[src/rtl/pktbuf_pkg.sv]
// Shared types for the packet buffer line sequencer.
// Assumes: tags travel as a two-bit pair, end in bit 1 and start in bit 0.
package pktbuf_pkg;

    typedef enum logic [2:0] {
        ST_IDLE,
        ST_PLAY,
        ST_CAPT,
        ST_DONE,
        ST_FAULT
    } seq_state_t;

    typedef struct packed {
        logic eop;
        logic sop;
    } pkt_tag_t;

endpackage

[src/rtl/pktbuf_lines.sv]
// Line address walker: keeps the current line, the distance left to the
// end line and the stride, and advances one stride per moved word.
// Assumes: stride is narrower than the address; stride 0 is taken as 1.
module pktbuf_lines #(
    parameter int ADDR_W = 9,
    parameter int STEP_W = 4
) (
    input  logic              clk,
    input  logic              rst_n,
    input  logic              load,
    input  logic [ADDR_W-1:0] ld_first,
    input  logic [ADDR_W-1:0] ld_last,
    input  logic [STEP_W-1:0] ld_step,
    input  logic              adv,
    output logic [ADDR_W-1:0] cur_addr,
    output logic              at_last,
    output logic              is_first,
    output logic              more
);

    logic [ADDR_W-1:0] addr_q;
    logic [ADDR_W-1:0] rem_q;
    logic [ADDR_W-1:0] step_q;
    logic              first_q;
    logic              more_q;

    // Final line of the range once the remaining distance is under one stride.
    assign at_last  = rem_q < step_q;
    assign cur_addr = addr_q;
    assign is_first = first_q;
    assign more     = more_q;

    // Load a new range or step forward through the current one.
    always_ff @(posedge clk) begin
        if (!rst_n) begin
            addr_q  <= '0;
            rem_q   <= '0;
            step_q  <= ADDR_W'(1);
            first_q <= 1'b0;
            more_q  <= 1'b0;
        end else if (load) begin
            addr_q  <= ld_first;
            rem_q   <= ld_last - ld_first;
            step_q  <= (ld_step == '0) ? ADDR_W'(1) : ADDR_W'(ld_step);
            first_q <= 1'b1;
            more_q  <= 1'b1;
        end else if (adv) begin
            first_q <= 1'b0;
            if (at_last) begin
                more_q <= 1'b0;
            end else begin
                addr_q <= addr_q + step_q;
                rem_q  <= rem_q - step_q;
            end
        end
    end

endmodule

[src/rtl/pktbuf_rdq.sv]
// Playback prefetch queue: tracks one RAM read in flight and holds up to
// DEPTH returned words with their tags, presenting the oldest at the head.
// Assumes: the RAM returns data exactly one cycle after the read access, and
// pop is only raised while head_valid is high.
module pktbuf_rdq
    import pktbuf_pkg::*;
#(
    parameter int DATA_W = 32,
    parameter int FLAG_W = 4
) (
    input  logic              clk,
    input  logic              rst_n,
    input  logic              flush,
    input  logic              issue,
    input  pkt_tag_t          issue_tag,
    input  logic [DATA_W-1:0] ram_rdata,
    input  logic              pop,
    output logic [DATA_W-1:0] head_data,
    output logic [FLAG_W-1:0] head_flags,
    output logic              head_valid,
    output logic              credit
);

    localparam int DEPTH = 2;
    localparam int CNT_W = $clog2(DEPTH + 1);

    logic [DATA_W-1:0] q_data [DEPTH];
    pkt_tag_t          q_tag  [DEPTH];
    logic [CNT_W-1:0]  cnt;
    logic              pend;
    pkt_tag_t          pend_tag;
    logic [CNT_W:0]    occ_next;
    logic [CNT_W-1:0]  fill_slot;

    // Occupancy after this cycle, counting the word that is in flight.
    assign occ_next  = (CNT_W+1)'(cnt) + (CNT_W+1)'(pend) - (CNT_W+1)'(pop);
    assign credit    = occ_next < (CNT_W+1)'(DEPTH);
    assign fill_slot = cnt - CNT_W'(pop);

    assign head_valid = cnt != '0;
    assign head_data  = q_data[0];
    assign head_flags = {{(FLAG_W-2){1'b0}}, q_tag[0]};

    // Track the in-flight read and the number of words held.
    always_ff @(posedge clk) begin
        if (!rst_n || flush) begin
            cnt      <= '0;
            pend     <= 1'b0;
            pend_tag <= '0;
        end else begin
            pend     <= issue;
            pend_tag <= issue_tag;
            cnt      <= cnt + CNT_W'(pend) - CNT_W'(pop);
        end
    end

    // Shift out the head on pop and drop the returned word into the next free slot.
    always_ff @(posedge clk) begin
        for (int i = 0; i < DEPTH; i++) begin
            if (pop && i < DEPTH - 1) begin
                q_data[i] <= q_data[(i + 1) % DEPTH];
                q_tag[i]  <= q_tag[(i + 1) % DEPTH];
            end
            if (pend && fill_slot == CNT_W'(i)) begin
                q_data[i] <= ram_rdata;
                q_tag[i]  <= pend_tag;
            end
        end
    end

endmodule

[src/rtl/pktbuf_ctrl.sv]
// Operation state machine: takes commands, tracks playback and capture to
// completion, and records normal completion or a capture fault.
// Assumes: go_acc is already qualified by at least one operation bit.
module pktbuf_ctrl
    import pktbuf_pkg::*;
(
    input  logic       clk,
    input  logic       rst_n,
    input  logic       go_acc,
    input  logic       cmd_clr,
    input  logic       cmd_capt,
    input  logic       capt_acc,
    input  logic       capt_bad,
    input  logic       capt_eop,
    input  logic       at_last,
    input  logic       play_last_pop,
    output seq_state_t state
);

    seq_state_t state_nx;

    // Next-state choice; a new command overrides any ongoing operation.
    always_comb begin
        state_nx = state;
        if (go_acc) begin
            if (cmd_clr)       state_nx = ST_IDLE;
            else if (cmd_capt) state_nx = ST_CAPT;
            else               state_nx = ST_PLAY;
        end else begin
            unique case (state)
                ST_PLAY: if (play_last_pop) state_nx = ST_DONE;
                ST_CAPT: begin
                    if (capt_acc) begin
                        if (capt_bad)                 state_nx = ST_FAULT;
                        else if (capt_eop || at_last) state_nx = ST_DONE;
                    end
                end
                default: state_nx = state;
            endcase
        end
    end

    // State register.
    always_ff @(posedge clk) begin
        if (!rst_n) state <= ST_IDLE;
        else        state <= state_nx;
    end

endmodule

[src/rtl/pktbuf_seq.sv]
// Packet buffer line sequencer top: decodes the command word, walks a line
// range with stride and wraparound, plays lines out through a prefetch
// queue or captures an incoming packet into lines.
// Assumes: single-port RAM with one cycle of read latency; CMD_W is wide
// enough for two addresses, the stride and three operation bits.
module pktbuf_seq
    import pktbuf_pkg::*;
#(
    parameter int ADDR_W = 9,
    parameter int DATA_W = 32,
    parameter int STEP_W = 4,
    parameter int FLAG_W = 4,
    parameter int CMD_W  = 32
) (
    input  logic              clk,
    input  logic              rst_n,
    input  logic [CMD_W-1:0]  cmd_word,
    input  logic              cmd_go,
    output logic              op_done,
    output logic              op_error,
    output logic              ram_en,
    output logic              ram_we,
    output logic [ADDR_W-1:0] ram_addr,
    output logic [DATA_W-1:0] ram_wdata,
    input  logic [DATA_W-1:0] ram_rdata,
    input  logic [DATA_W-1:0] in_data,
    input  logic [FLAG_W-1:0] in_flags,
    input  logic              in_write,
    output logic              in_ready,
    output logic [DATA_W-1:0] out_data,
    output logic [FLAG_W-1:0] out_flags,
    output logic              out_ready,
    input  logic              out_read
);

    localparam int LAST_LSB = ADDR_W;
    localparam int STEP_LSB = 2 * ADDR_W;
    localparam int PLAY_POS = STEP_LSB + STEP_W;
    localparam int CAPT_POS = PLAY_POS + 1;
    localparam int CLR_POS  = PLAY_POS + 2;

    seq_state_t        state;
    logic              cmd_play, cmd_capt, cmd_clr, go_acc, start;
    logic [ADDR_W-1:0] cur_addr;
    logic              at_last, is_first, more;
    logic              capt_acc, capt_bad, capt_store, fetch, credit, pop;
    pkt_tag_t          fetch_tag;

    // Command decode.
    assign cmd_play = cmd_word[PLAY_POS];
    assign cmd_capt = cmd_word[CAPT_POS];
    assign cmd_clr  = cmd_word[CLR_POS];
    assign go_acc   = cmd_go && (cmd_play || cmd_capt || cmd_clr);
    assign start    = go_acc && !cmd_clr;

    // Capture side: accept, detect a misplaced tag pair, store.
    assign in_ready   = state == ST_CAPT;
    assign capt_acc   = in_write && in_ready && !go_acc;
    assign capt_bad   = in_flags[0] && in_flags[1] && !is_first;
    assign capt_store = capt_acc && !capt_bad;

    // Playback side: fetch when lines remain and the queue has room.
    assign fetch         = (state == ST_PLAY) && more && credit && !go_acc;
    assign fetch_tag.sop = is_first;
    assign fetch_tag.eop = at_last;
    assign pop           = out_read && out_ready;

    // RAM port.
    assign ram_en    = fetch || capt_store;
    assign ram_we    = capt_store;
    assign ram_addr  = cur_addr;
    assign ram_wdata = in_data;

    assign op_done  = state == ST_DONE;
    assign op_error = state == ST_FAULT;

    pktbuf_lines #(
        .ADDR_W (ADDR_W),
        .STEP_W (STEP_W)
    ) u_lines (
        .clk      (clk),
        .rst_n    (rst_n),
        .load     (start),
        .ld_first (cmd_word[ADDR_W-1:0]),
        .ld_last  (cmd_word[LAST_LSB +: ADDR_W]),
        .ld_step  (cmd_word[STEP_LSB +: STEP_W]),
        .adv      (fetch || capt_store),
        .cur_addr (cur_addr),
        .at_last  (at_last),
        .is_first (is_first),
        .more     (more)
    );

    pktbuf_rdq #(
        .DATA_W (DATA_W),
        .FLAG_W (FLAG_W)
    ) u_rdq (
        .clk        (clk),
        .rst_n      (rst_n),
        .flush      (go_acc),
        .issue      (fetch),
        .issue_tag  (fetch_tag),
        .ram_rdata  (ram_rdata),
        .pop        (pop),
        .head_data  (out_data),
        .head_flags (out_flags),
        .head_valid (out_ready),
        .credit     (credit)
    );

    pktbuf_ctrl u_ctrl (
        .clk           (clk),
        .rst_n         (rst_n),
        .go_acc        (go_acc),
        .cmd_clr       (cmd_clr),
        .cmd_capt      (cmd_capt),
        .capt_acc      (capt_acc),
        .capt_bad      (capt_bad),
        .capt_eop      (in_flags[1]),
        .at_last       (at_last),
        .play_last_pop (pop && out_flags[1]),
        .state         (state)
    );

endmodule

[config.mk]
export PLATFORM = sky130hd
export DESIGN_NAME = pktbuf_seq
export DESIGN_NICKNAME = d
export VERILOG_FILES = /design/src/rtl/pktbuf_pkg.sv /design/src/rtl/pktbuf_lines.sv /design/src/rtl/pktbuf_rdq.sv /design/src/rtl/pktbuf_ctrl.sv /design/src/rtl/pktbuf_seq.sv
export SDC_FILE = /design/constraint.sdc
export NUM_CORES = 1
export LEC_CHECK = 0
export ABC_AREA = 1
export ABC_CLOCK_PERIOD_IN_PS = 5130
export BUFFER_PORTS_ARGS = -buffer_cell sky130_fd_sc_hd__buf_2
export CAP_MARGIN = 20
export CELL_PAD_IN_SITES_DETAIL_PLACEMENT = 0
export CELL_PAD_IN_SITES_GLOBAL_PLACEMENT = 1
export CORE_MARGIN = 3
export CORE_UTILIZATION = 36
export CTS_CLUSTER_SIZE = 16
export DETAILED_ROUTE_END_ITERATION = 16
export PLACE_DENSITY = 0.91
export SLEW_MARGIN = 20
export SYNTH_ARGS = -nofsm -noshare
export SYNTH_HDL_FRONTEND = slang
export SYNTH_SLANG_ARGS = --single-unit
[constraint.sdc]
create_clock -name clk -period 5.13 [get_ports clk]
set_clock_uncertainty 0.1 [all_clocks]
set_input_delay 0.2565 -clock clk [delete_from_list [all_inputs] [get_ports clk]]
set_output_delay 0.2565 -clock clk [all_outputs]
set_load 0.01 [all_outputs]
### Word level (Yosys, flattened, before mapping)

Memories as Yosys holds them, arrays and structs flattened.
Index checks and enable logic that the tools add are counted.

* memories kept: 2
* input bits: 105
* register bits: 37
* bits in writable memories: 68
* word-level logic and storage cells: 94
* latch bits: 0
* memory bits (read-only): 0
* output and inout port bits: 83

* multipliers: 0
* reductions and logical operators: 33
* bitwise logic cells: 2
* divide/modulo/power cells: 0
* muxes and demuxes: 28
* $lt $le $gt $ge: 2
* add/sub/neg operators: 8
* equal/unequal tests: 9
* shifts and indexed selects: 0

Memory list
* u_rdq.q_data: words 2, bits a word 32, read ports 2, clocked after memory_dff 0, wr ports 2, RTL line pktbuf_rdq.sv:27 `logic [DATA_W-1:0] q_data [DEPTH];`
* u_rdq.q_tag: words 2, bits a word 2, read ports 2, clocked after memory_dff 0, wr ports 2, RTL line pktbuf_rdq.sv:28 `pkt_tag_t q_tag [DEPTH];`

Operator list (number)
* $mux W9: 6
* $mux W32: 1
* $mux W3: 6
* $sub A9 B9 Y9: 2
* $logic_and A1 B1 Y1: 14
* $mux W1: 11
* $add A9 B9 Y9: 1
* $lt A9 B9 Y1: 1
* $eq A3 B2 Y1 const B: 2
* $pmux W3 S2: 1
* $reduce_bool A2 Y1: 3
* $logic_not A1 Y1: 5
* $logic_or A1 B1 Y1: 5
* $logic_not A4 Y1: 1
* $mux W2: 2
* $mux W4: 1
* $ne A4 B1 Y1 const B: 1
* $reduce_and A2 Y1: 2
* $reduce_and A4 Y1: 1
* $sub A2 B1 Y2: 2
* $add A2 B1 Y3: 1
* $eq A3 B1 Y1 const B: 1
* $eq A3 B3 Y1 const B: 1
* $lt A3 B2 Y1 const B: 1
* other kinds (9): 10

### Depth between registers and ports, before layout

* depth after elaboration: 9
* mapped depth: 18
* depth with buffers taken out: 17

### Modules after synthesis

Synthesis repeated with hierarchy kept, for this count alone.

* cells, all modules: 691
* area total of the unflattened synthesis: 5864.4 um^2

Modules (own cells, without submodules)
* pktbuf_rdq: times used 1, cells an instance 258, area an instance 3136.8 um^2
* pktbuf_lines: times used 1, cells an instance 335, area an instance 2137.0 um^2
* pktbuf_seq: times used 1, cells an instance 64, area an instance 374.1 um^2
* pktbuf_ctrl: times used 1, cells an instance 34, area an instance 216.5 um^2

### Worst setup path after synthesis

OpenSTA, ideal clock, no wires.

* kind: register to register
* start point: register u_rdq.cnt[1]
* end point: memory u_rdq.q_data[1][0] (netlist: u_rdq.q_data[0][32]), enable pin
* library setup time: 0.468 ns
* cell stages (with the launch flop): 8
* path slack: 1.150 ns
* required time: 4.562 ns
* arrival time: 3.413 ns
* path buffers: 1
* period minus slack after synthesis: 3.980 ns
* cell sequence: dfxtp_1 inv_1 a21oi_1 nand2_1 nand2_1 inv_2 buf_2 nor3_1

RTL lines
* start, declared: RTL line pktbuf_rdq.sv:29 `logic [CNT_W-1:0] cnt;`
* start signal, assigned: RTL line pktbuf_rdq.sv:53 `cnt <= cnt + CNT_W'(pend) - CNT_W'(pop);`
* end, declared: RTL line pktbuf_rdq.sv:27

==> out/metrics.cfg <==
[floorplanning]
dieArea_um2=17710
die_h_um=133.1
die_w_um=133.1
io_pins=188
placementRows=45
core_area_um2=15480
floorplan.initialDensity_pct=37.54

[sta]
fmaxAchievable_mhz=315.5
relSlewSlack_pct=54.91
hold_viol=0
tns_ns=0
period_needed_ns=3.170
setup_viol=0
tightestPinTransition_ns=0.6756
whs_ns=0.01168
rsz0062_at_grt=false
finalCritPeriodShare_pct=61.78
drv_slew=0

[global_routing]
grt_max_degree=37
grt_pass1_wl_um=20260
grt_pass1_vias=4236
antenna_found_initial=0
grt_usage_pct=13.91
grt_overflow=0

[clocking]
cts.hold.buffers_added=10
clkSlewWorstSetupHoldPaths_ns=0.07
cts_root_buf=clkbuf_16
clk_latency_ns=0.34
cts_tree=done
cts.sinks=100
cts_setup_buffers=0
clock_path_buffers=2
numCtsBuffers=9
htreeDepth=3
ctsResizeCount=0

[logic_synthesis]
synth_cells=715
avgSynthCellArea_um2=8.130
syn_area_um2=5813
ys_seq_area_share_pct=46.15
ys_types=32
ys_seq_elements=100
yosys_warnings=0

[power_and_ir_drop]
powerDensity_nw_per_um2=304.8
finalPower_mw=1.973
irDropWorstVdd_v=0.0001378
leakagePower_nw=3.130

[final_layout]
drive_gt1_share_pct=19.92
layout_commonest_cell=nand2_1
nFillCells=1560
area_growth_pct=11.39
diodes=0
nNetsFinal=895
final_cell_mix=nand2_1, buf_2, inv_1

[drt]
ant_nets=0
drt-pass1-iter-count=4
wl_um=12300
routedWlPerCell_um=12.50
drt_iter0_drc=258
vias=4470
vias_per_cell=4.543
drc_errors=0

[placement]
io_buffers=112
gp_congestion=0.8236
place_hpwl_um=8815

[worst_hold_path]
min_path_cells=1
hp-class=in2reg

[critical_path]
cp.arrival_ns=3.06
ff2ff_setup_slack_ns=1.96
path_max_fanout=35
worstRegToRegCells=9
cp-start-kind=flop
crit_type=reg2reg
worstPathRequired_ns=5.02
crit_path_end_kind=flop

[run_status]
outcome=complete, no violations

[run]
cap_violations=0

==> metrics by stage <==
step	setup slack, ns	cell area [µm²]	cells	utilization [%]
after floorplan	1.150	5817	716	-
after global placement	1.913	6032	956	38.96
after detailed placement	1.881	6032	956	38.96
after CTS	1.878	6455	982	41.69
after global routing	1.575	6475	984	41.82
final	1.960	6475	984	41.82
==> power breakdown <==
part,switching (mW),internal [mW]
Clock,0.332,0.397
Sequential,0.0234,0.882
Combinational,0.208,0.131
Total,0.563,1.41
==> registers in the layout, summed over array words and instances, names as in the netlist <==
name / cells
u_rdq.q_data: 64
u_lines.cur_addr: 9
u_lines.rem_q: 9
u_lines.step_q: 4
u_rdq.q_tag: 4
u_ctrl.state: 3
u_rdq.cnt: 2
u_rdq.pend_tag: 2
u_lines.is_first: 1
u_lines.more: 1
u_rdq.pend: 1
==> Yosys cell counts, drive strengths merged <==
library cell	n	share of area, %
a21oi	17	1.5
o22ai	1	0.11
edfxtp	68	35
or2	4	0.43
nor4	1	0.11
inv	86	5.6
xor2	4	0.60
nand3b	2	0.26
a211oi	1	0.13
nand3	75	6.9
clkinv	1	0.065
nor2	60	4.0
dfxtp	32	11
nand2	225	15
nor3	5	0.43
clkbuf	5	0.32
nand4	6	0.65
conb	1	0.065
xnor2	1	0.15
ha	18	3.9
o21ai	17	1.5
fa	4	1.4
buf	81	11
==> path summary, 6_finish.rpt <==
| kind | start | to |
|---|---|---|
| setup / recovery | u_rdq.cnt[1]$_SDFF_PP0_ | u_rdq.q_data[0][23]$_DFFE_PP_ |
| hold / removal | ram_rdata[27] | u_rdq.q_data[0][59]$_DFFE_PP_ |
| setup reg to reg | u_rdq.cnt[1]$_SDFF_PP0_ | u_rdq.q_data[0][23]$_DFFE_PP_ |
| hold reg to reg | u_rdq.pend_tag[1]$_SDFF_PP0_ | u_rdq.q_tag[0][3]$_DFFE_PP_ |
==> final cells by class <==
type | count | area, µm² | area share (%)
Timing Repair Buffer | 127 | 703.2 | 10.86
Multi-Input combinational cell | 443 | 2176 | 33.60
Clock inverter | 7 | 97.59 | 1.507
Inverter | 87 | 326.6 | 5.043
Sequential cell | 100 | 2683 | 41.43
Clock buffer | 9 | 225.2 | 3.478
Tap cell | 211 | 264.0 | 4.077
==> cells by family (layout without fill, tap and decap cells) <==
| logic type | count (synthesis) | in the layout | synth area share, % |
|---|---|---|---|
| simple gates | 378 | 378 | 27.94 |
| other cells | 1 | 2 | 0.06451 |
| flops | 100 | 100 | 46.15 |
| fa+ha+maj | 22 | 22 | 5.252 |
| buf+inv | 173 | 230 | 16.62 |
| xor+xnor | 5 | 5 | 0.7533 |
| compound gates | 36 | 36 | 3.229 |
==> per-layer routing <==
metal	part of all wire (%)	track usage, %
met3	5.6	2.890
met2	49	23.73
met4	1.3	3.984
met1	44	17.82
met5	0	0
==> worst max-delay path: stages, from the launching register on <==
cell and delay, ns:
dfxtp_1 0.33, inv_1 0.10, a21oi_1 0.24, nand2_1 0.16, ha_1 0.34, nor2_2 0.11
buf_4 0.35, nand2_2 0.48, nand2_1 0.18, buf_4 0.41
(Power assumes the default switching activity.)
